**config.mk**
```make
export PLATFORM = sky130hd
export DESIGN_NAME = port_pump
export DESIGN_NICKNAME = d
export VERILOG_FILES = /design/src/rtl/pump_pkg.sv /design/src/rtl/pump_fifo.sv /design/src/rtl/pump_ctrl.sv /design/src/rtl/port_pump.sv
export SDC_FILE = /design/constraint.sdc
export NUM_CORES = 1
export LEC_CHECK = 0
export BUFFER_PORTS_ARGS = -buffer_cell sky130_fd_sc_hd__buf_2
export CORE_ASPECT_RATIO = 0.5
export CORE_MARGIN = 3
export CORE_UTILIZATION = 58
export DETAILED_ROUTE_END_ITERATION = 8
export GPL_ROUTABILITY_DRIVEN = 0
export PLACE_DENSITY = 0.86
export RECOVER_POWER = 50
export SYNTH_ARGS = -nofsm -noshare
export SYNTH_HDL_FRONTEND = slang
export SYNTH_HIERARCHICAL = 1
export SYNTH_SLANG_ARGS = --single-unit
```
**constraint.sdc**
```tcl
create_clock -name clk -period 5.1 [get_ports clk]
set_input_delay 1.02 -clock clk [delete_from_list [all_inputs] [get_ports clk]]
set_output_delay 1.02 -clock clk [all_outputs]
set_load 0.01 [all_outputs]
```
**src/rtl/pump_pkg.sv**
```systemverilog
package pump_pkg;
    typedef enum logic [2:0] {
        K_NORMAL  = 3'd0,
        K_LITERAL = 3'd1,
        K_KILL    = 3'd2,
        K_CLOG    = 3'd3,
        K_UNCLOG  = 3'd4
    } pump_kind_e;

    localparam int NFLAGS = 6;
    localparam int F_IG = 0;
    localparam int F_TO = 1;
    localparam int F_DO = 2;
    localparam int F_DC = 3;
    localparam int F_DI = 4;
    localparam int F_TI = 5;

    typedef enum logic [1:0] {
        ST_READY = 2'd0,
        ST_EMIT  = 2'd1,
        ST_KILL  = 2'd2
    } pump_state_e;
endpackage

```
**src/rtl/pump_fifo.sv**
```systemverilog
module pump_fifo #(
    parameter int W     = 28,
    parameter int DEPTH = 4
) (
    input  logic         clk,
    input  logic         rst,
    input  logic         push,
    input  logic         pop,
    input  logic [W-1:0] push_data,
    output logic [W-1:0] head,
    output logic         head_valid,
    output logic         full
);
    localparam int PW = (DEPTH > 1) ? $clog2(DEPTH) : 1;
    localparam int OW = $clog2(DEPTH + 1);

    logic [W-1:0]  mem [DEPTH];
    logic [PW-1:0] rd_ptr, wr_ptr;
    logic [OW-1:0] occ;

    function automatic logic [PW-1:0] step(input logic [PW-1:0] p);
        return (p == PW'(DEPTH - 1)) ? '0 : p + 1'b1;
    endfunction

    always_ff @(posedge clk) begin
        if (push) mem[wr_ptr] <= push_data;
    end

    always_ff @(posedge clk) begin
        if (rst) begin
            rd_ptr <= '0;
            wr_ptr <= '0;
            occ    <= '0;
        end else begin
            if (push) wr_ptr <= step(wr_ptr);
            if (pop)  rd_ptr <= step(rd_ptr);
            occ <= occ + OW'(push) - OW'(pop);
        end
    end

    assign head       = mem[rd_ptr];
    assign head_valid = (occ != '0);
    assign full       = (occ == OW'(DEPTH));

    p_no_overflow_r2: assert property (@(posedge clk) disable iff (rst)
        push && !pop |-> !full);
    p_no_underflow_r2: assert property (@(posedge clk) disable iff (rst)
        pop |-> head_valid);
endmodule

```
**src/rtl/pump_ctrl.sv**
```systemverilog
module pump_ctrl
    import pump_pkg::*;
#(
    parameter int DATA_W      = 16,
    parameter int ADDR_W      = 11,
    parameter int CNT_W       = 3,
    parameter int OUTPUT_PORT = 1,
    localparam int IW = CNT_W + NFLAGS + DATA_W + 3
) (
    input  logic              clk,
    input  logic              rst,
    input  logic              ins_valid,
    output logic              ins_ready,
    input  logic [IW-1:0]     ins_data,
    input  logic              head_valid,
    input  logic [IW-1:0]     head,
    input  logic              fifo_full,
    output logic              pop,
    output logic              push,
    output logic [IW-1:0]     push_data,
    input  logic              in_valid,
    output logic              in_ready,
    input  logic [DATA_W-1:0] in_data,
    input  logic              in_token,
    output logic              out_valid,
    input  logic              out_ready,
    output logic [DATA_W-1:0] out_data,
    output logic [ADDR_W-1:0] out_addr,
    output logic              out_token
);
    localparam int PAY_LO  = CNT_W + NFLAGS;
    localparam int KIND_LO = PAY_LO + DATA_W;
    localparam logic [CNT_W-1:0] CMAX = {CNT_W{1'b1}};

    pump_state_e       state, state_nx;
    logic [CNT_W-1:0]  kill_left, kill_left_nx;
    logic [DATA_W-1:0] latch;

    logic [2:0]        h_kind, i_kind;
    logic [DATA_W-1:0] h_pay;
    logic [NFLAGS-1:0] h_flg;
    logic [CNT_W-1:0]  h_cnt, cnt_next;
    logic h_normal, need_in, need_out, eff_to, standing;
    logic done, cap, lit, kill_pop, go_emit, recirc;
    logic unclog_ok, ins_fire, kill_acc, unclog_take;

    assign h_kind   = head[KIND_LO +: 3];
    assign h_pay    = head[PAY_LO +: DATA_W];
    assign h_flg    = head[CNT_W +: NFLAGS];
    assign h_cnt    = head[CNT_W-1:0];
    assign i_kind   = ins_data[KIND_LO +: 3];
    assign h_normal = (h_kind != K_LITERAL) && (h_kind != K_CLOG);
    assign standing = (h_cnt == CMAX);
    assign need_in  = h_flg[F_TI] | h_flg[F_DI];
    assign eff_to   = h_flg[F_TO] && (!h_flg[F_IG] || h_cnt == '0);
    assign need_out = h_flg[F_DO] | eff_to;
    assign cnt_next = standing ? h_cnt : h_cnt - 1'b1;

    // execution point
    always_comb begin
        in_ready  = 1'b0;
        out_valid = 1'b0;
        done      = 1'b0;
        cap       = 1'b0;
        lit       = 1'b0;
        kill_pop  = 1'b0;
        go_emit   = 1'b0;
        if (state == ST_KILL) begin
            kill_pop = head_valid && (h_kind != K_CLOG);
        end else if (head_valid) begin
            if (h_kind == K_LITERAL) begin
                lit  = 1'b1;
                done = 1'b1;
            end else if (h_kind != K_CLOG) begin
                if (state == ST_READY && need_in) begin
                    in_ready = 1'b1;
                    if (in_valid) begin
                        cap = h_flg[F_DI] && h_flg[F_DC] && !in_token;
                        if (need_out) go_emit = 1'b1;
                        else          done    = 1'b1;
                    end
                end else if (need_out) begin
                    out_valid = 1'b1;
                    done      = out_ready;
                end else begin
                    done = 1'b1;
                end
            end
        end
    end

    assign recirc = done && h_normal && (h_cnt != '0);

    // insertion point
    assign unclog_ok = (state != ST_KILL) && head_valid && (h_kind == K_CLOG);
    always_comb begin
        if (state == ST_KILL || recirc) begin
            ins_ready = 1'b0;
        end else begin
            unique case (i_kind)
                K_UNCLOG: ins_ready = unclog_ok;
                K_KILL:   ins_ready = 1'b1;
                default:  ins_ready = !fifo_full;
            endcase
        end
    end

    assign ins_fire    = ins_valid && ins_ready;
    assign kill_acc    = ins_fire && (i_kind == K_KILL);
    assign unclog_take = ins_fire && (i_kind == K_UNCLOG);
    assign push        = recirc || (ins_fire && !kill_acc && !unclog_take);
    assign push_data   = recirc ? {head[IW-1:CNT_W], cnt_next} : ins_data;
    assign pop         = kill_pop || done || unclog_take;

    always_comb begin
        state_nx     = state;
        kill_left_nx = kill_left;
        unique case (state)
            ST_KILL: begin
                if (kill_pop) begin
                    if (kill_left == '0) state_nx = ST_READY;
                    else kill_left_nx = kill_left - 1'b1;
                end
            end
            default: begin
                if (kill_acc) begin
                    state_nx     = ST_KILL;
                    kill_left_nx = ins_data[CNT_W-1:0];
                end else if (pop) begin
                    state_nx = ST_READY;
                end else if (go_emit) begin
                    state_nx = ST_EMIT;
                end
            end
        endcase
    end

    always_ff @(posedge clk) begin
        if (rst) begin
            state     <= ST_READY;
            kill_left <= '0;
            latch     <= '0;
        end else begin
            state     <= state_nx;
            kill_left <= kill_left_nx;
            if (cap)      latch <= in_data;
            else if (lit) latch <= h_pay;
        end
    end

    assign out_data  = latch;
    assign out_token = !h_flg[F_DO];
    assign out_addr  = (OUTPUT_PORT != 0 && h_flg[F_DO] && eff_to)
                       ? latch[DATA_W-1 -: ADDR_W] : h_pay[ADDR_W-1:0];

    p_hold_packet_r4: assert property (@(posedge clk) disable iff (rst)
        out_valid && !out_ready && !kill_acc |=>
        out_valid && $stable(out_data) && $stable(out_addr));
    p_clog_stalls_r11: assert property (@(posedge clk) disable iff (rst)
        head_valid && h_kind == K_CLOG |-> !out_valid && !in_ready);
    p_kill_quiet_r10: assert property (@(posedge clk) disable iff (rst)
        state == ST_KILL |-> !out_valid && !in_ready && !ins_ready);
    p_kill_continues_r10: assert property (@(posedge clk) disable iff (rst)
        state == ST_KILL && kill_pop && kill_left != '0 |=> state == ST_KILL);
    p_standing_r8: assert property (@(posedge clk) disable iff (rst)
        done && h_normal && standing |-> push && push_data == head);
endmodule

```
**src/rtl/port_pump.sv**
```systemverilog
module port_pump
    import pump_pkg::*;
#(
    parameter int DATA_W      = 16,
    parameter int ADDR_W      = 11,
    parameter int CNT_W       = 3,
    parameter int DEPTH       = 4,
    parameter int OUTPUT_PORT = 1,
    localparam int IW = CNT_W + NFLAGS + DATA_W + 3
) (
    input  logic              clk,
    input  logic              rst,
    input  logic              ins_valid,
    output logic              ins_ready,
    input  logic [IW-1:0]     ins_data,
    input  logic              in_valid,
    output logic              in_ready,
    input  logic [DATA_W-1:0] in_data,
    input  logic              in_token,
    output logic              out_valid,
    input  logic              out_ready,
    output logic [DATA_W-1:0] out_data,
    output logic [ADDR_W-1:0] out_addr,
    output logic              out_token
);
    logic          push, pop, head_valid, full;
    logic [IW-1:0] push_data, head;

    pump_fifo #(.W(IW), .DEPTH(DEPTH)) u_fifo (
        .clk(clk), .rst(rst), .push(push), .pop(pop), .push_data(push_data),
        .head(head), .head_valid(head_valid), .full(full)
    );

    pump_ctrl #(
        .DATA_W(DATA_W), .ADDR_W(ADDR_W), .CNT_W(CNT_W), .OUTPUT_PORT(OUTPUT_PORT)
    ) u_ctrl (
        .clk(clk), .rst(rst),
        .ins_valid(ins_valid), .ins_ready(ins_ready), .ins_data(ins_data),
        .head_valid(head_valid), .head(head), .fifo_full(full),
        .pop(pop), .push(push), .push_data(push_data),
        .in_valid(in_valid), .in_ready(in_ready), .in_data(in_data), .in_token(in_token),
        .out_valid(out_valid), .out_ready(out_ready), .out_data(out_data),
        .out_addr(out_addr), .out_token(out_token)
    );
endmodule

```
==> impl_metrics.env <==
export IMPL_antenna_found_initial=0
export IMPL_die_area_um2=12500
export IMPL_finalCritPeriodShare=0.863
export IMPL_finalWorstSetupSlack_ns=0.697
export IMPL_fillers=641
export IMPL_reg2reg_to="u_ctrl/out_data[14]$_SDFFE_PP0P_"
export IMPL_ys_types=46
export IMPL_ys_flop_type="edfxtp_1"
export IMPL_io_buffer_count=80
export IMPL_seq_area_um2=3960
export IMPL_drtIter0Drc=326
export IMPL_crit_slowest_cell="mux4_2"
export IMPL_violations="max-capacitance violations, max-slew violations"
export IMPL_area_growth_pct=17.1
export IMPL_rows=26
export IMPL_drt_vias_per_instance=6.10
export IMPL_synth_nets=464
export IMPL_synthArstFlopShare=0
export IMPL_root_buffer="clkbuf_16"
export IMPL_grt_max_degree=33
export IMPL_syn_area_um2=6450
export IMPL_die_h_um=80.6
export IMPL_endpoint="out_addr[10]"
export IMPL_cp_common_cell="ha_1"
export IMPL_num_vias=3924
export IMPL_cts_tree="done"
export IMPL_drtPass1Iterations=7
export IMPL_clock_fmax_mhz=227
export IMPL_finalHoldViolations=0
export IMPL_fin_setup_tns_ns=0
export IMPL_wl_um=13900
export IMPL_holdWs_ns=0.481
export IMPL_grt_pass1_vias=3987
export IMPL_ys_warnings_count=6
export IMPL_min_path_type="register to register"
export IMPL_cts_buffer_depth=2
export IMPL_ant_nets=0
export IMPL_finClkSkew_ns=0.0104
export IMPL_cts_resized_gates=0
export IMPL_dp_hpwl_um=8710
export IMPL_cts_setup_buffers=0
export IMPL_route_detailed_drc=0
export IMPL_ys_ff_latch=142
export IMPL_fin_util=0.719
export IMPL_cp_max_fo=11
export IMPL_worst_r2r_path_depth=8
export IMPL_layout_drive_gt1_share=0.298
export IMPL_drv_cap=1
export IMPL_rrSetupSlack_ns=0.88
export IMPL_outcome="finished with violations"
export IMPL_clk_latency_ns=0.42
export IMPL_grt_first_pass_wirelength_um=21700
export IMPL_syn_inst=401
export IMPL_worst_pin_slew_ns=1.85
export IMPL_end_kind="output pin"
export IMPL_setup_violations_final=0
export IMPL_crit_chain="mux4_2 -> inv_1 -> ha_1 -> ha_1 -> nand2b_4 -> nand3_1 -> mux2_2 -> buf_2"
export IMPL_synth_edf_count=112
export IMPL_ctsHtreeMaxLevel=4
export IMPL_required_ns=4.08
export IMPL_hold_buffers=0
export IMPL_pwr_density_cell_nw_per_um2=661
export IMPL_nNetsFinal=553
export IMPL_diodes=0
export IMPL_cp_data_arrival_time_ns=3.38
export IMPL_preCtsSetupSlack_ns=1.17
export IMPL_yosysTopAreaCell="edfxtp_1"
export IMPL_grt_use_total=0.235
export IMPL_netlist_area_leader_share=0.522
export IMPL_leakage_nw=2.81
export IMPL_min_period_ns=4.40
export IMPL_clkTransAtPathRegs_ns=0.06
export IMPL_synth_seq_area_share=0.615
export IMPL_cts_made_buffers=17
export IMPL_multi_input_area_um2=2280
export IMPL_critPathLaunchType="register"
export IMPL_cts_sinks=142
export IMPL_start_util=0.614
export IMPL_relSlewSlack=-0.235
export IMPL_criticalPathCategory="register to output pin"
export IMPL_core_area_um2=10500
export IMPL_pin_count=81
export IMPL_slew_violations=33
export IMPL_overflow=0
export IMPL_synth_area_top_cells="edfxtp_1 52%, dfxtp_1 9.3%, mux4_2 7.0%, mux2_2 5.9%, mux4_1 3.3%"
export IMPL_rsz0062_at_grt="false"
export IMPL_wire_per_inst_um=21.6
export IMPL_vdd_drop_max_uv=334
export IMPL_cp_slowest_stage_delay_ns=0.60
export IMPL_avgSynthCellArea_um2=16.1
export IMPL_die_x_um=155
==> per-layer routing <==
metal	share of wire	up-vias	wire, um	track usage
met3	0.080	46	1110	0.0597
li1	-	1750	-	-
met2	0.47	189	6570	0.374
met1	0.41	1939	5750	0.306
met5	0	-	0	0
met4	0.032	0	439	0.111
==> flip-flops by register name, indices dropped and copies added, names as in the netlist, named ones only <==
name,flops
u_fifo/mem,112
u_ctrl/state,2
u_fifo/rd_ptr,2
u_ctrl/out_data,16
u_fifo/occ,3
u_ctrl/kill_left,3
u_fifo/wr_ptr,2
==> layout by cell type, fill, tap and decap left out, types with 8 or more instances in the layout <==
| cell | instances |
|---|---|
| a211oi_2 | 15 |
| a21oi_1 | 9 |
| buf_2 | 63 |
| clkbuf_1 | 21 |
| clkbuf_16 | 17 |
| dfxtp_1 | 30 |
| edfxtp_1 | 112 |
| ha_1 | 12 |
| inv_1 | 16 |
| mux2_1 | 23 |
| mux2_2 | 11 |
| mux2i_1 | 20 |
| mux4_1 | 8 |
| mux4_2 | 20 |
| nand2_1 | 9 |
| nor2_1 | 31 |
==> power breakdown <==
| group | leakage [nW] | total (W) | internal (W) | switching, W |
|---|---|---|---|---|
| Combinational | 1.23 | 0.00183 | 0.000780 | 0.00105 |
| Clock | 0.304 | 0.00133 | 0.000874 | 0.000460 |
| Sequential | 1.27 | 0.00183 | 0.00171 | 0.000119 |
| Total | 2.81 | 0.00499 | 0.00336 | 0.00163 |
==> how the worst min path moves through the flow <==
stage | endpoint | cells after the start | start
global route | u_ctrl/kill_left[1]$_SDFFE_PP0P_ | 2 | u_ctrl/kill_left[1]$_SDFFE_PP0P_
finish | u_ctrl/kill_left[2]$_SDFFE_PP0P_ | 2 | u_ctrl/kill_left[2]$_SDFFE_PP0P_
CTS | u_ctrl/kill_left[1]$_SDFFE_PP0P_ | 2 | u_ctrl/kill_left[1]$_SDFFE_PP0P_
floorplan | u_ctrl/kill_left[1]$_SDFFE_PP0P_ | 2 | u_ctrl/kill_left[1]$_SDFFE_PP0P_
global placement | u_ctrl/kill_left[2]$_SDFFE_PP0P_ | 2 | u_ctrl/kill_left[2]$_SDFFE_PP0P_
detailed placement | u_ctrl/kill_left[1]$_SDFFE_PP0P_ | 2 | u_ctrl/kill_left[1]$_SDFFE_PP0P_
==> worst max-delay path: cells and delay by family, from the launching register on <==
kind	cells	cell delay, ns
and+or+nand+nor	2	0.71
DFF	1	0.54
buffers and inverters	2	0.22
adders and majority gates	2	0.38
muxes	2	1.11
==> cells in the mapped netlist, types with 2 or more instances <==
cell and instances:
or3b_2 2, a21oi_1 9, mux4_1 8, a211o_1 4, edfxtp_1 112, nor2b_1 5, xnor2_1 2, o21ai_0 3
or3_1 3, nand3_1 6, inv_1 16, dfxtp_1 30, nand3b_1 2, nor4_1 2, clkbuf_1 4, a31oi_1 3
or4_1 2, mux2i_1 20, nand2b_1 7, mux4_2 20, mux2_2 34, ha_1 12, a211oi_2 16, and2_1 6
nor2_1 31, buf_2 10, buf_12 2, nor3b_1 2, nand2_1 9, buf_6 3
==> stage by stage <==
stage | std cells | total power, W | cell area, um^2
6_report | 643 | 0.00499 | 7550
5_1_grt | 643 | 0.00524 | 7550
4_1_cts | 643 | 0.00506 | 7600
3_5_place_dp | 611 | 0.00370 | 6960
3_3_place_gp | 611 | 0.00363 | 6960
2_1_floorplan | 401 | 0.00315 | 6450
==> layout make-up <==
| cell class | instances | share of cell area |
|---|---|---|
| clock inverters | 13 | 0.0258 |
| clock buffers | 19 | 0.0586 |
| repair buffers | 89 | 0.0576 |
| inverters | 16 | 0.00795 |
| well taps | 140 | 0.0232 |
| multi-input cells | 224 | 0.302 |
| flip-flops and latches | 142 | 0.525 |
==> logic make-up after synthesis <==
kind of cell,synth area share
AOI/OAI and AO/OA,0.0636
muxes,0.193
buffers and inverters,0.0308
and+or+nand+nor,0.0652
xor gates and xnor gates,0.00640
adders and majority gates,0.0264
DFF,0.615
No activity file was read; power rests on OpenSTA's default activity.
